--- config.mk ---
export PLATFORM = sky130hd
export DESIGN_NAME = special_cycle_decoder
export DESIGN_NICKNAME = d
export VERILOG_FILES = /design/src/rtl/special_cycle_decoder.sv
export SDC_FILE = /design/constraint.sdc
export NUM_CORES = 1
export LEC_CHECK = 0
export BUFFER_PORTS_ARGS = -buffer_cell sky130_fd_sc_hd__buf_2
export CAP_MARGIN = 10
export CORE_AREA = 4 4 41 43
export CTS_CLUSTER_SIZE = 28
export DETAILED_ROUTE_END_ITERATION = 10
export DIE_AREA = 0 0 45 47
export PLACE_DENSITY = 0.79
export SLEW_MARGIN = 20
export SYNTH_ARGS = -nofsm -noshare
export SYNTH_HDL_FRONTEND = slang
export SYNTH_SLANG_ARGS = --single-unit
--- constraint.sdc ---
create_clock -name clk -period 1.4 [get_ports clk]
set_input_delay 0.21 -clock clk [delete_from_list [all_inputs] [get_ports clk]]
set_output_delay 0.21 -clock clk [all_outputs]
set_load 0.03 [all_outputs]
--- src/rtl/special_cycle_decoder.sv ---
module special_cycle_decoder #(
  parameter int ADDR_W = 30,
  parameter int BE_W   = 4
) (
  input  logic              clk,
  input  logic              rst_n,
  input  logic              ads_n,
  input  logic              mem_io,
  input  logic              data_code,
  input  logic              write_read,
  input  logic [BE_W-1:0]   be_n,
  input  logic [ADDR_W-1:0] addr,
  output logic              ready_n,
  output logic              evt_shutdown,
  output logic              evt_flush,
  output logic              evt_halt,
  output logic              evt_other,
  output logic              evt_unknown,
  output logic              proto_err
);

  localparam logic [BE_W-1:0] CODE_SHUTDOWN = ~(BE_W'(1) << 0);
  localparam logic [BE_W-1:0] CODE_FLUSH    = ~(BE_W'(1) << 1);
  localparam logic [BE_W-1:0] CODE_HALT     = ~(BE_W'(1) << 2);
  localparam logic [BE_W-1:0] CODE_OTHER    = ~(BE_W'(1) << 3);

  logic special;
  logic is_sd, is_fl, is_ha, is_ot, is_unk;

  assign special = ~ads_n & ~mem_io & ~data_code & write_read;
  assign is_sd   = be_n == CODE_SHUTDOWN;
  assign is_fl   = be_n == CODE_FLUSH;
  assign is_ha   = be_n == CODE_HALT;
  assign is_ot   = be_n == CODE_OTHER;
  assign is_unk  = ~(is_sd | is_fl | is_ha | is_ot);

  always_ff @(posedge clk) begin
    if (!rst_n) begin
      ready_n      <= 1'b1;
      evt_shutdown <= 1'b0;
      evt_flush    <= 1'b0;
      evt_halt     <= 1'b0;
      evt_other    <= 1'b0;
      evt_unknown  <= 1'b0;
      proto_err    <= 1'b0;
    end else begin
      ready_n      <= ~special;
      evt_shutdown <= special & is_sd;
      evt_flush    <= special & is_fl;
      evt_halt     <= special & is_ha;
      evt_other    <= special & is_ot;
      evt_unknown  <= special & is_unk;
      proto_err    <= special & (|addr);
    end
  end

endmodule


==> results.py <==
metrics = {
    "logic_synthesis": {
        "synth_top_flop_cell": "dfxtp_1",
        "synth_top_area_share_pct": 42.7,
        "ys_ff_latch": 7,
        "yosys-top-cells-area": "dfxtp_1 (43%), nor4_1 (13%), nor4_4 (6.5%), and4_2 (6.1%), nor4b_2 (4.6%)",
        "synth_cell_types": 17,
        "synthArstFlopShare_pct": 0,
        "synthCells": 33,
        "syn_area_per_cell_um2": 9.93,
        "yosysWarnings": 0,
        "ys_seq_area_share_pct": 42.7,
        "synth-edff-count": 0,
        "synth_nets": 73,
        "yosysTopAreaCell": "dfxtp_1",
        "netlist_area_um2": 328,
        "synthTopCellsByCount": "dfxtp_1 (7), nor4_1 (7)",
    },
    "worst_setup_path": {
        "crit_type": "reg2out",
        "path_cells": "buf_2",
        "crit_family": "flip-flops",
        "cp_data_arrival_time_ns": 0.74,
        "end_kind": "output port",
        "cp-start-kind": "flop",
        "cp_max_fo": 1,
        "slowest_delay_ns": 0.31,
        "path_buf_inv": 1,
        "worst_path_max_delay_cell": "dfxtp_1",
        "critPathRequiredTime_ns": 1.19,
    },
    "layout": {
        "drive_above_1_share_pct": 66.3,
        "fin_cells": 98,
        "n_antenna_cell": 0,
        "area_growth_pct": 84.0,
        "fin_nets": 124,
    },
    "clock_tree": {
        "htreeDepth": 1,
        "cts_buffers": 3,
        "cts_resized": 0,
        "clockBufferDepth": 2,
        "hold_buffers": 0,
        "cts_setup_buffers": 0,
        "clockRootBuffer": "clkbuf_4",
        "clock_sinks": 7,
        "cts_tree": "yes",
        "path_clk_slew_ns": 0.05,
    },
    "timing": {
        "grt_setup_unrepaired": "no",
        "slew_headroom_pct": 79.1,
        "timing.final.crit_share_pct": 67.7,
        "setup-tns-final_ns": 0,
        "maxSlewViolCount": 0,
        "setup_viol": 0,
        "period_minus_slack_ns": 0.948,
        "fmax_ghz": 1.05,
        "max_slew.worst_pin.slew_ns": 0.311,
        "finalHoldViolCount": 0,
    },
    "place": {
        "io_buffers": 46,
        "gp_congestion": 0.687,
        "dpl.cell_count": 94,
    },
    "routing": {
        "wl_per_cell_um": 11.0,
        "wl_um": 1080,
        "postRouteAntennaNets": 0,
        "drt_pass1_iterations": 4,
        "vias": 431,
        "viasPerCell": 4.40,
        "drc": 0,
        "drt_iter0_drc": 5,
    },
    "global_routing": {
        "antenna_found_initial": 0,
        "grt_start_max_net_pins": 6,
        "grt_first_pass_wirelength_um": 1700,
        "grt_overflow": 0,
        "grt.total_usage_pct": 11.0,
        "grt_pass1_vias": 433,
    },
    "power": {
        "power_mw": 0.460,
        "max-vdd-ir-drop_mv": 0.240,
        "leakage_nw": 0.309,
        "powerDensity_mw_per_mm2": 763,
    },
    "outcome": {
        "status": "finished clean",
    },
    "die": {
        "io-pin-count": 47,
        "core-area_mm2": 0.00130,
        "initial_utilization_pct": 25.2,
        "die_h_um": 47,
        "die_w_um": 45,
        "rows": 13,
        "die-area_mm2": 0.00212,
    },
    "flow_run": {
        "drv_cap": 0,
    },
    "min_path": {
        "worst_hold_path_type": "in2reg",
    },
}
## flip-flops by register name, summed over array words and instances (netlist names)
name,count
ready_n,1
evt_halt,1
proto_err,1
evt_flush,1
evt_unknown,1
evt_shutdown,1
evt_other,1
## logic make-up after synthesis
logic type      count (synthesis)  synth area share [%]
simple gates                   20                  45.4
flops                           7                  42.7
compound gates                  4                  9.55
buf+inv                         2                  2.29
## layer usage
metal	part of all wire, %	up-vias	GRT usage, %
met3	7.1	2	0.766
met4	1.1	0	8.19
met2	56	18	19.8
met5	0	-	0
met1	35	180	12.2
li1	-	231	-
## cells in the final DEF (no fill, tap or decap), types with 2 or more instances in the layout
cell / n
nor2b_1: 2
nand4_1: 2
and4_2: 2
nor4_1: 7
clkbuf_4: 3
dfxtp_1: 7
buf_2: 46
nand2_1: 2
## per-stage QoR
| step | setup WS (ns) | hold slack (ns) | area [um2] | util, % |
|---|---|---|---|---|
| 2_1_floorplan | 0.494 | 0.281 | 328 | - |
| 3_3_place_gp | 0.332 | 0.435 | 577 | 44.3 |
| 3_5_place_dp | 0.295 | 0.443 | 577 | 44.3 |
| 4_1_cts | 0.434 | 0.178 | 603 | 46.3 |
| 5_1_grt | 0.419 | 0.199 | 603 | 46.3 |
| 6_report | 0.452 | 0.191 | 603 | 46.3 |
## final timing paths
kind / start / cells after the start / slack, ns / end
setup / recovery: ready_n / 1 / 0.45 / ready_n
hold / removal: be_n[0] / 2 / 0.19 / evt_shutdown
## power by group
group	leakage [nW]	internal [mW]	switching (mW)
combinational	0.238	0.0493	0.0347
clock	0.0150	0.108	0.0662
sequential	0.0565	0.201	0.000323
total	0.309	0.359	0.101
## layout make-up
| class | instances | area, um2 |
|---|---|---|
| well taps | 15 | 18.8 |
| multi-input cells | 24 | 180 |
| fillers | 140 | 698 |
| clock buffers | 4 | 26.3 |
| repair buffers | 46 | 230 |
| flip-flops and latches | 7 | 140 |
| inverters | 2 | 7.51 |
(Power assumes the default switching activity.)
